### src/rtl/tmr_pkg.sv
package tmr_pkg;

   localparam int OFS_LOAD   = 0;
   localparam int OFS_VALUE  = 1;
   localparam int OFS_CTRL   = 2;
   localparam int OFS_ICLR   = 3;
   localparam int OFS_RAW    = 4;
   localparam int OFS_MSK    = 5;
   localparam int OFS_BGLOAD = 6;

   // Control byte, bit 7 down to bit 0.
   typedef struct packed {
      logic       run;       // 7: timer enable
      logic       periodic;  // 6: periodic reload
      logic       irq_en;    // 5: interrupt enable
      logic       spare;     // 4: reads zero
      logic [1:0] pre;       // 3:2 prescale select
      logic       wide;      // 1: 32-bit size
      logic       single;    // 0: one-shot
   } ctrl_t;

   localparam logic [7:0] CTRL_WMASK = 8'hEF;
   localparam ctrl_t      CTRL_RST   = ctrl_t'(8'h20);

endpackage

### src/rtl/tmr_regs.sv
module tmr_regs
   import tmr_pkg::*;
#(
   parameter int DW = 32,
   parameter int NW = 16,
   parameter int AW = 3
) (
   input  logic          clk,
   input  logic          rst_n,
   input  logic          wr_en,
   input  logic          rd_en,
   input  logic [AW-1:0] addr,
   input  logic [DW-1:0] wdata,
   input  logic [DW-1:0] cnt_val,
   input  logic          expire,
   output ctrl_t         ctrl,
   output logic [DW-1:0] width_mask,
   output logic [DW-1:0] reload_val,
   output logic [DW-1:0] load_data,
   output logic          load_wr,
   output logic          pre_restart,
   output logic          raw,
   output logic [DW-1:0] rdata
);

   localparam logic [DW-1:0] NARROW_ONES = {DW{1'b1}} >> (DW - NW);

   ctrl_t         ctrl_q;
   logic [DW-1:0] reload_q;
   logic          raw_q;
   logic [DW-1:0] rd_mux;
   ctrl_t         ctrl_new;

   logic hit_load, hit_bg, hit_ctrl, hit_clr;
   assign hit_load = wr_en && (addr == AW'(OFS_LOAD));
   assign hit_bg   = wr_en && (addr == AW'(OFS_BGLOAD));
   assign hit_ctrl = wr_en && (addr == AW'(OFS_CTRL));
   assign hit_clr  = wr_en && (addr == AW'(OFS_ICLR));

   // Width mask variant: a narrow mode exists only when NW < DW.
   generate
      if (NW < DW) begin : g_narrow
         assign width_mask = ctrl_q.wide ? {DW{1'b1}} : NARROW_ONES;
      end else begin : g_full
         assign width_mask = {DW{1'b1}};
      end
   endgenerate

   assign ctrl_new    = ctrl_t'(wdata[7:0] & CTRL_WMASK);
   assign load_data   = wdata & width_mask;
   assign reload_val  = reload_q & width_mask;
   assign load_wr     = hit_load;
   assign pre_restart = hit_ctrl && (ctrl_new.pre != ctrl_q.pre);
   assign ctrl        = ctrl_q;
   assign raw         = raw_q;

   always_ff @(posedge clk) begin
      if (!rst_n) begin
         ctrl_q   <= CTRL_RST;
         reload_q <= '0;
         raw_q    <= 1'b0;
      end else begin
         if (hit_ctrl)
            ctrl_q <= ctrl_new;
         if (hit_load || hit_bg)
            reload_q <= load_data;
         if (expire)
            raw_q <= 1'b1;
         else if (hit_clr)
            raw_q <= 1'b0;
      end
   end

   always_comb begin
      rd_mux = '0;
      case (addr)
         AW'(OFS_LOAD), AW'(OFS_BGLOAD): rd_mux = reload_val;
         AW'(OFS_VALUE):                 rd_mux = cnt_val;
         AW'(OFS_CTRL):                  rd_mux = {{(DW-8){1'b0}}, ctrl_q};
         AW'(OFS_RAW):                   rd_mux = {{(DW-1){1'b0}}, raw_q};
         AW'(OFS_MSK):                   rd_mux = {{(DW-1){1'b0}}, raw_q & ctrl_q.irq_en};
         default:                        rd_mux = '0;
      endcase
   end

   assign rdata = rd_en ? rd_mux : '0;

endmodule

### src/rtl/tmr_prescale.sv
module tmr_prescale #(
   parameter int SH1 = 4,
   parameter int SH2 = 8
) (
   input  logic       clk,
   input  logic       rst_n,
   input  logic       run,
   input  logic       tick_en,
   input  logic       restart,
   input  logic [1:0] sel,
   output logic       pulse
);

   localparam int PW = SH2;
   localparam logic [PW-1:0] DIV1_M1 = PW'((64'd1 << SH1) - 64'd1);
   localparam logic [PW-1:0] DIV2_M1 = {PW{1'b1}};

   logic [PW-1:0] div_m1;
   logic [PW-1:0] cnt_q;

   always_comb begin
      case (sel)
         2'b01:   div_m1 = DIV1_M1;
         2'b10:   div_m1 = DIV2_M1;
         default: div_m1 = '0;
      endcase
   end

   assign pulse = run && tick_en && (cnt_q == div_m1);

   always_ff @(posedge clk) begin
      if (!rst_n)
         cnt_q <= '0;
      else if (restart || !run)
         cnt_q <= '0;
      else if (tick_en)
         cnt_q <= pulse ? '0 : cnt_q + 1'b1;
   end

endmodule

### src/rtl/tmr_count.sv
module tmr_count #(
   parameter int DW = 32,
   parameter int NW = 16
) (
   input  logic          clk,
   input  logic          rst_n,
   input  logic          pulse,
   input  logic          single,
   input  logic          freerun,
   input  logic [DW-1:0] width_mask,
   input  logic [DW-1:0] reload_val,
   input  logic [DW-1:0] load_data,
   input  logic          load_wr,
   output logic [DW-1:0] cnt_val,
   output logic          expire,
   output logic          halted
);

   localparam logic [DW-1:0] NARROW_ONES = {DW{1'b1}} >> (DW - NW);

   logic [DW-1:0] cnt_q;
   logic          halt_q;
   logic [DW-1:0] cnt_eff;
   logic [DW-1:0] limit;
   logic          at_zero;
   logic          step;

   assign cnt_eff = cnt_q & width_mask;
   assign limit   = freerun ? width_mask : reload_val;
   assign at_zero = (cnt_eff == '0);
   assign step    = pulse && !halt_q && !load_wr;
   assign expire  = step && at_zero;
   assign cnt_val = cnt_eff;
   assign halted  = halt_q;

   always_ff @(posedge clk) begin
      if (!rst_n) begin
         cnt_q  <= NARROW_ONES;
         halt_q <= 1'b0;
      end else if (load_wr) begin
         cnt_q  <= freerun ? width_mask : load_data;
         halt_q <= 1'b0;
      end else if (step) begin
         if (!at_zero)
            cnt_q <= cnt_eff - 1'b1;
         else if (single)
            halt_q <= 1'b1;
         else
            cnt_q <= limit;
      end
   end

endmodule

### src/rtl/ival_timer.sv
module ival_timer
   import tmr_pkg::*;
#(
   parameter int DW      = 32,
   parameter int NW      = 16,
   parameter int AW      = 3,
   parameter int PRE_SH1 = 4,
   parameter int PRE_SH2 = 8
) (
   input  logic          clk,
   input  logic          rst_n,
   input  logic          tick_en,
   input  logic          wr_en,
   input  logic          rd_en,
   input  logic [AW-1:0] addr,
   input  logic [DW-1:0] wdata,
   output logic [DW-1:0] rdata,
   output logic          irq
);

   generate
      if (NW < 1 || NW > DW) begin : g_bad_nw
         $error("ival_timer: NW must lie in 1..DW");
      end
      if (DW < 8) begin : g_bad_dw
         $error("ival_timer: DW must hold the control byte");
      end
      if (AW < 3) begin : g_bad_aw
         $error("ival_timer: AW must cover seven offsets");
      end
      if (PRE_SH1 < 1 || PRE_SH1 >= PRE_SH2) begin : g_bad_pre
         $error("ival_timer: prescale shifts must satisfy 1 <= SH1 < SH2");
      end
   endgenerate

   ctrl_t         ctrl;
   logic [DW-1:0] width_mask;
   logic [DW-1:0] reload_val;
   logic [DW-1:0] load_data;
   logic          load_wr;
   logic          pre_restart;
   logic          raw;
   logic [DW-1:0] cnt_val;
   logic          expire;
   logic          halted;
   logic          pulse;
   logic          freerun;

   assign freerun = !ctrl.single && !ctrl.periodic;

   tmr_regs #(.DW(DW), .NW(NW), .AW(AW)) u_regs (
      .clk         (clk),
      .rst_n       (rst_n),
      .wr_en       (wr_en),
      .rd_en       (rd_en),
      .addr        (addr),
      .wdata       (wdata),
      .cnt_val     (cnt_val),
      .expire      (expire),
      .ctrl        (ctrl),
      .width_mask  (width_mask),
      .reload_val  (reload_val),
      .load_data   (load_data),
      .load_wr     (load_wr),
      .pre_restart (pre_restart),
      .raw         (raw),
      .rdata       (rdata)
   );

   tmr_prescale #(.SH1(PRE_SH1), .SH2(PRE_SH2)) u_pre (
      .clk     (clk),
      .rst_n   (rst_n),
      .run     (ctrl.run),
      .tick_en (tick_en),
      .restart (pre_restart),
      .sel     (ctrl.pre),
      .pulse   (pulse)
   );

   tmr_count #(.DW(DW), .NW(NW)) u_cnt (
      .clk        (clk),
      .rst_n      (rst_n),
      .pulse      (pulse),
      .single     (ctrl.single),
      .freerun    (freerun),
      .width_mask (width_mask),
      .reload_val (reload_val),
      .load_data  (load_data),
      .load_wr    (load_wr),
      .cnt_val    (cnt_val),
      .expire     (expire),
      .halted     (halted)
   );

   assign irq = raw && ctrl.irq_en;

endmodule

### config.mk
export PLATFORM = sky130hd
export DESIGN_NAME = ival_timer
export DESIGN_NICKNAME = d
export VERILOG_FILES = /design/src/rtl/tmr_pkg.sv /design/src/rtl/tmr_regs.sv /design/src/rtl/tmr_prescale.sv /design/src/rtl/tmr_count.sv /design/src/rtl/ival_timer.sv
export SDC_FILE = /design/constraint.sdc
export NUM_CORES = 1
export LEC_CHECK = 0
export ABC_AREA = 1
export BUFFER_PORTS_ARGS = -buffer_cell sky130_fd_sc_hd__buf_2
export CAP_MARGIN = 20
export CORE_ASPECT_RATIO = 1.25
export CORE_MARGIN = 5
export CORE_UTILIZATION = 52
export DETAILED_ROUTE_END_ITERATION = 12
export HOLD_SLACK_MARGIN = 0.02
export PLACE_DENSITY = 0.84
export SETUP_SLACK_MARGIN = 0.2
export SLEW_MARGIN = 20
export SYNTH_ARGS = -nofsm -noshare
export SYNTH_HDL_FRONTEND = slang
export SYNTH_SLANG_ARGS = --single-unit
### constraint.sdc
create_clock -name clk -period 2.6 [get_ports clk]
set_input_delay 0.26 -clock clk [delete_from_list [all_inputs] [get_ports clk]]
set_output_delay 0.26 -clock clk [all_outputs]
set_load 0.1 [all_outputs]
# After elaboration in Yosys (flattened, before gate mapping)
# Index checks and enable logic that the tools add are counted.
# totals
ramBits,0
mem_bits_ro,0
register_bits,81
latch_bits,0
mem_count,0
# op_classes
eq_ne,11
mux,13
bitwise_logic,5
order_cmp,0
n_addsub,2
div_mod_pow,0
shifts,0
n_reduce_logical,28
multipliers,0
# ops
cell,count
two-way mux 32 bit,8
one-hot mux 32 bit (5 select lines),1
AND 32 bit,3
zero test 32 bit,1
subtractor 32 x 1 -> 32 bit (second input constant),1
one-hot mux 8 bit (2 select lines),1
logical AND 1 bit,12
== test 3 bit (second input constant),3
adder 8 x 1 -> 8 bit (second input constant),1
== test 8 bit,1
two-way mux 8 bit,1
== test 3 x 2 -> 1 bit (second input constant),2
OR reduction 2 bit,3
zero test 1 bit,5
nonzero test 2 bit,2
== test 3 x 1 -> 1 bit (second input constant),1
zero test 3 bit,1
!= test 3 x 2 -> 1 bit (second input constant),1
AND reduction 3 bit,1
== test 2 x 1 -> 1 bit (second input constant),1
== test 2 bit (second input constant),1
logical OR 1 bit,2
two-way mux 1 bit,2
!= test 2 bit,1
3 further kinds,3

# Logic depth before layout (Yosys ltp)
# logic_depth
ltp_word,8
depth_mapped,13
ltp_nobuf,12

# Cells and area by module
# Synthesis repeated with hierarchy kept, for this count alone.
# hier_totals
hier_cells,1258
hier_area_um2,7151.9
# modules_own_cells
module,area_per_inst_um2,seq_area_each_um2,n_inst,cells_per_inst
tmr_count,3708.6,660.6,1,716
tmr_regs,2861.5,800.8,1,457
tmr_prescale,570.5,160.2,1,82
ival_timer,11.3,0.0,1,3

# Worst setup path before layout
# OpenSTA, ideal clock, no wires.
# synth_path
path_kind,input -> output
from,input port addr[2]
to,output port rdata[0]
t_required_ns,2.340
path_buffers,1
cell_stages,6
path_slack_ns,-0.248
t_arrival_ns,2.588
cell_sequence,inv_1 -> nand3_1 -> clkinv_1 -> clkbuf_1 -> nand2_1 -> a31oi_1
# synth_between
elab_chain_cells,4
word_cells_on_any_way,9
cone_classes,5 x eq/ne; 2 x mux; 2 x reduce/logical
# synth_rtl
item,line,rtl
from (decl),ival_timer.sv:15,"input logic [AW-1:0] addr,"
== test 3 bit or zero test 3 bit (tied branches),tmr_regs.sv:76,case (addr)
OR reduction 2 bit,tmr_regs.sv:76,
one-hot mux 32 bit (5 select lines) *,tmr_regs.sv:76,
two-way mux 32 bit *,tmr_regs.sv:86,assign rdata = rd_en ? rd_mux : '0;
to (decl),ival_timer.sv:17,"output logic [DW-1:0] rdata,"
# Every way passes the cells marked *; elsewhere a longest branch is shown, timed or not.

# Final worst setup path
# layout_path
from,register u_regs.ctrl_q (netlist bit u_regs.ctrl[2])
to,register u_cnt.cnt_q[16]
# layout_between
elab_chain_cells,8
word_cells_on_any_way,9
cone_classes,3 x eq/ne; 1 x mux; 5 x reduce/logical
# layout_rtl
item,line,rtl
from (decl),tmr_regs.sv:28,ctrl_t ctrl_q;
from (signal assigned),tmr_regs.sv:64,ctrl_q <= ctrl_new;
== test 2 bit or == test 2 x 1 -> 1 bit (tied branches),tmr_prescale.sv:22,case (sel)
one-hot mux 8 bit (2 select lines) *,tmr_prescale.sv:22,
== test 8 bit *,tmr_prescale.sv:29,assign pulse = run && tick_en && (cnt_q == div_m1);
logical AND 1 bit *,tmr_prescale.sv:29,
logical AND 1 bit * (2 in a row),tmr_count.sv:31,assign step = pulse && !halt_q && !load_wr;
nonzero test 2 bit (no line) *,--,
AND reduction 2 bit (no line) *,--,
to (signal assigned),tmr_count.sv:41,cnt_q <= freerun ? width_mask : load_data;
to (signal assigned),tmr_count.sv:45,cnt_q <= cnt_eff - 1'b1;
to (signal assigned),tmr_count.sv:49,cnt_q <= limit;
to (decl),tmr_count.sv:21,logic [DW-1:0] cnt_q;
# Marks and branches as above.
# A chain may end at the register's enable or synchronous reset.

==> qor.json <==
{
  "floorplanning": {
    "floorplan_core_area_um2": 10600,
    "fp.dieH_um": 127,
    "pin_count": 73,
    "floorplan.initialDensity": 0.532,
    "row_count": 42,
    "floorplan.die_area_um2": 13100,
    "die_width_um": 103
  },
  "timing": {
    "max_freq_mhz": 461,
    "timing.final.crit_share": 0.834,
    "setup_tns_ns": 0,
    "max_slew.worst_pin.slew_ns": 0.947,
    "final-hold-violation-count": 0,
    "final.min_clock_period_ns": 2.17,
    "clock_skew_ns": 0.00745,
    "rsz0062_at_grt": "no",
    "timing.max_slew.rel_slack": 0.367,
    "report.final.setup_viol": 0,
    "final-max-slew-violation-count": 0
  },
  "routing": {
    "initialDrtViolationCount": 640,
    "drtAntennaViolNets": 0,
    "drt_drc_violations_left": 0,
    "routed_via_density": 5.81,
    "vias": 6687,
    "wl_per_cell_um": 16.5,
    "routed_wl_mm": 19.0,
    "drt_pre_antenna_iters": 5
  },
  "critical_path": {
    "crit_end_category": "register",
    "crit_arrival_ns": 2.46,
    "timing.critical_path.slowest_cell_delay_ns": 0.36,
    "required_ns": 2.89,
    "worstPathMaxFanout": 16,
    "worst-setup-path-type": "reg2reg",
    "cpMostUsedCell": "sky130_fd_sc_hd__nor2_1",
    "cpMaxStageDelayCell": "sky130_fd_sc_hd__dfxtp_1",
    "setup.worst_path.start_class": "register",
    "crit_chain": "inv_1 > ha_1 > nor2_1 > nand2_1 > nand2_1 > nand3_1 > nor2_1 > nand2_4 > nand2_2 > buf_4 > o21ai_0 > nor2_1",
    "ff2ff_setup_slack_ns": 0.43
  },
  "yosys": {
    "yosysSeqAreaShare": 0.287,
    "synth_top_area_frac": 0.287,
    "synth_top_area_cells": "sky130_fd_sc_hd__dfxtp_1, sky130_fd_sc_hd__nand2_1, sky130_fd_sc_hd__nand3_1",
    "ys_seq_elements": 81,
    "synth_fp_nets": 994,
    "netlist-cell-type-count": 35,
    "yosysWarnings": 0,
    "synth.avg_cell_area_um2": 5.95,
    "synth_area_um2": 5650,
    "yosys.area.top_type": "sky130_fd_sc_hd__dfxtp_1",
    "synthCells": 950
  },
  "min_path": {
    "timing.hold.worst.class": "in2reg"
  },
  "grt": {
    "initial_antenna_violation_count": 0,
    "globalRoute.totalOverflow": 0,
    "grt_pass1_wl_mm": 29.9,
    "grt_max_degree": 65,
    "first_global_vias": 6225,
    "grtUsageTotal": 0.288
  },
  "pwr": {
    "leakage_nw": 3.30,
    "vdd_drop_max_mv": 0.375,
    "power.density_cell_area_nw_per_um2": 451
  },
  "clock_tree": {
    "ctsHtreeMaxLevel": 3,
    "tritoncts.num_buffers": 9,
    "worst_skew_late_latency_ns": 0.35,
    "clock_tree.buffer_depth": 2,
    "cts.clk_slew.worst_paths_ns": 0.06,
    "cts.sink_count": 81,
    "cts_tree": "done",
    "clock_tree.root_cell": "sky130_fd_sc_hd__clkbuf_16"
  },
  "layout": {
    "area.sequential_um2": 1630,
    "layout.nets": 1058,
    "fillers": 1022,
    "area_of_the_multi_input_gates_um2": 3560,
    "layout_common_cells": "sky130_fd_sc_hd__nand2_1, sky130_fd_sc_hd__nor2_1, sky130_fd_sc_hd__nand3_1",
    "antenna-diode-count": 0,
    "drive_gt1_frac": 0.174,
    "area_growth_pct": 19.4,
    "final_util": 0.636,
    "layout.cells.most_common": "sky130_fd_sc_hd__nand2_1"
  },
  "placement": {
    "gp_congestion": 1.02,
    "dpl.hpwl_mm": 13.8,
    "io_buffer_count": 72
  },
  "run_status": {
    "outcome": "complete, no violations"
  },
  "run": {
    "max-cap-violations": 0
  }
}
## power breakdown
group	switching, mW	leakage (nW)	internal [mW]
sequential	0.0536	0.661	1.30
combinational	0.320	2.51	0.145
clock	0.545	0.130	0.680
total	0.919	3.30	2.12
## synthesized netlist by cell type
master	count
sky130_fd_sc_hd__a211oi_1	9
sky130_fd_sc_hd__a21oi_1	85
sky130_fd_sc_hd__a21oi_2	10
sky130_fd_sc_hd__a221oi_1	3
sky130_fd_sc_hd__a22oi_1	11
sky130_fd_sc_hd__a31oi_1	2
sky130_fd_sc_hd__buf_1	2
sky130_fd_sc_hd__buf_2	9
sky130_fd_sc_hd__buf_4	1
sky130_fd_sc_hd__buf_6	3
sky130_fd_sc_hd__clkbuf_1	30
sky130_fd_sc_hd__clkinv_1	2
sky130_fd_sc_hd__dfxtp_1	81
sky130_fd_sc_hd__ha_1	4
sky130_fd_sc_hd__inv_1	85
sky130_fd_sc_hd__inv_2	3
sky130_fd_sc_hd__nand2_1	246
sky130_fd_sc_hd__nand2_2	10
sky130_fd_sc_hd__nand2_4	1
sky130_fd_sc_hd__nand3_1	105
sky130_fd_sc_hd__nand3_2	1
sky130_fd_sc_hd__nand3b_1	15
sky130_fd_sc_hd__nand4_1	4
sky130_fd_sc_hd__nor2_1	137
sky130_fd_sc_hd__nor2_2	6
sky130_fd_sc_hd__nor2_4	1
sky130_fd_sc_hd__nor3_1	4
sky130_fd_sc_hd__nor3_2	1
sky130_fd_sc_hd__o211ai_1	6
sky130_fd_sc_hd__o21ai_0	50
sky130_fd_sc_hd__o22ai_1	3
sky130_fd_sc_hd__o31ai_1	1
sky130_fd_sc_hd__or2_2	7
sky130_fd_sc_hd__xnor2_1	4
sky130_fd_sc_hd__xor2_1	8
## stage by stage
stage / instances / hold slack [ns] / power (mW) / instance area, um^2 / worst slack [ns]
after floorplan: 950 / 0.390 / 1.70 / 5720 / 0.274
after global placement: 1134 / 0.471 / 1.82 / 6450 / 0.480
after detailed placement: 1134 / 0.483 / 1.83 / 6450 / 0.463
after CTS: 1150 / 0.163 / 3.03 / 6730 / 0.240
after global routing: 1151 / 0.184 / 3.14 / 6750 / 0.211
final: 1151 / 0.164 / 3.04 / 6750 / 0.431
## path summary, 6_finish.rpt
check,startpoint,to,cells past startpoint
worst max-delay path,u_regs.ctrl[2],u_cnt.cnt_q[16],12
worst min-delay path,wdata[5],u_regs.ctrl[5],3
worst max register to register,u_regs.ctrl[2],u_cnt.cnt_q[16],12
worst min register to register,u_pre.cnt_q[7],u_pre.cnt_q[7],2
## sequential cells by signal, summed over array words and instances, names as in the netlist
name and count:
u_cnt.cnt_q 32, u_regs.ctrl 7, u_regs.reload_q 32, u_cnt.halted 1, u_regs.raw 1, u_pre.cnt_q 8
## critical path, delay by kind of cell, from the launching register on
| family | cells | cell delay [ns] |
|---|---|---|
| AO/OA/AOI/OAI | 1 | 0.11 |
| adder cells (fa/ha/maj) | 1 | 0.31 |
| buffers and inverters | 2 | 0.35 |
| flip-flops | 1 | 0.36 |
| AND/OR/NAND/NOR | 8 | 0.96 |
## cell families (layout without fill, tap and decap cells)
logic type,Yosys count,after routing,share of synthesized area
AO/OA/AOI/OAI,180,180,0.181
AND/OR/NAND/NOR,538,538,0.408
buffers and inverters,135,204,0.0963
adder cells (fa/ha/maj),4,4,0.00886
XOR/XNOR,12,12,0.0186
flip-flops,81,81,0.287
## layout make-up
type                    instances  share of cell area
clock buffers                  13              0.0371
clock inverters                 3             0.00371
inverters                      90              0.0501
multi-input cells             734               0.527
flip-flops and latches         81               0.241
well taps                     132              0.0245
repair buffers                 98               0.116
## what timing repair did
action | in CTS | in global routing
hold buffers | 0 | 0
setup endpoints to repair | 0 | 3
setup buffers | 0 | 0
gates resized for setup | 0 | 1
## per-layer routing
layer | share of wire | vias up | global-route usage | routed length, um
met2 | 0.48 | 350 | 0.471 | 9070
met1 | 0.39 | 3019 | 0.351 | 7350
li1 | - | 3233 | - | -
met4 | 0.059 | 0 | 0.173 | 1120
met3 | 0.074 | 85 | 0.0412 | 1410
met5 | 0 | - | 0 | 0
Power figures use the tool's default switching activity.
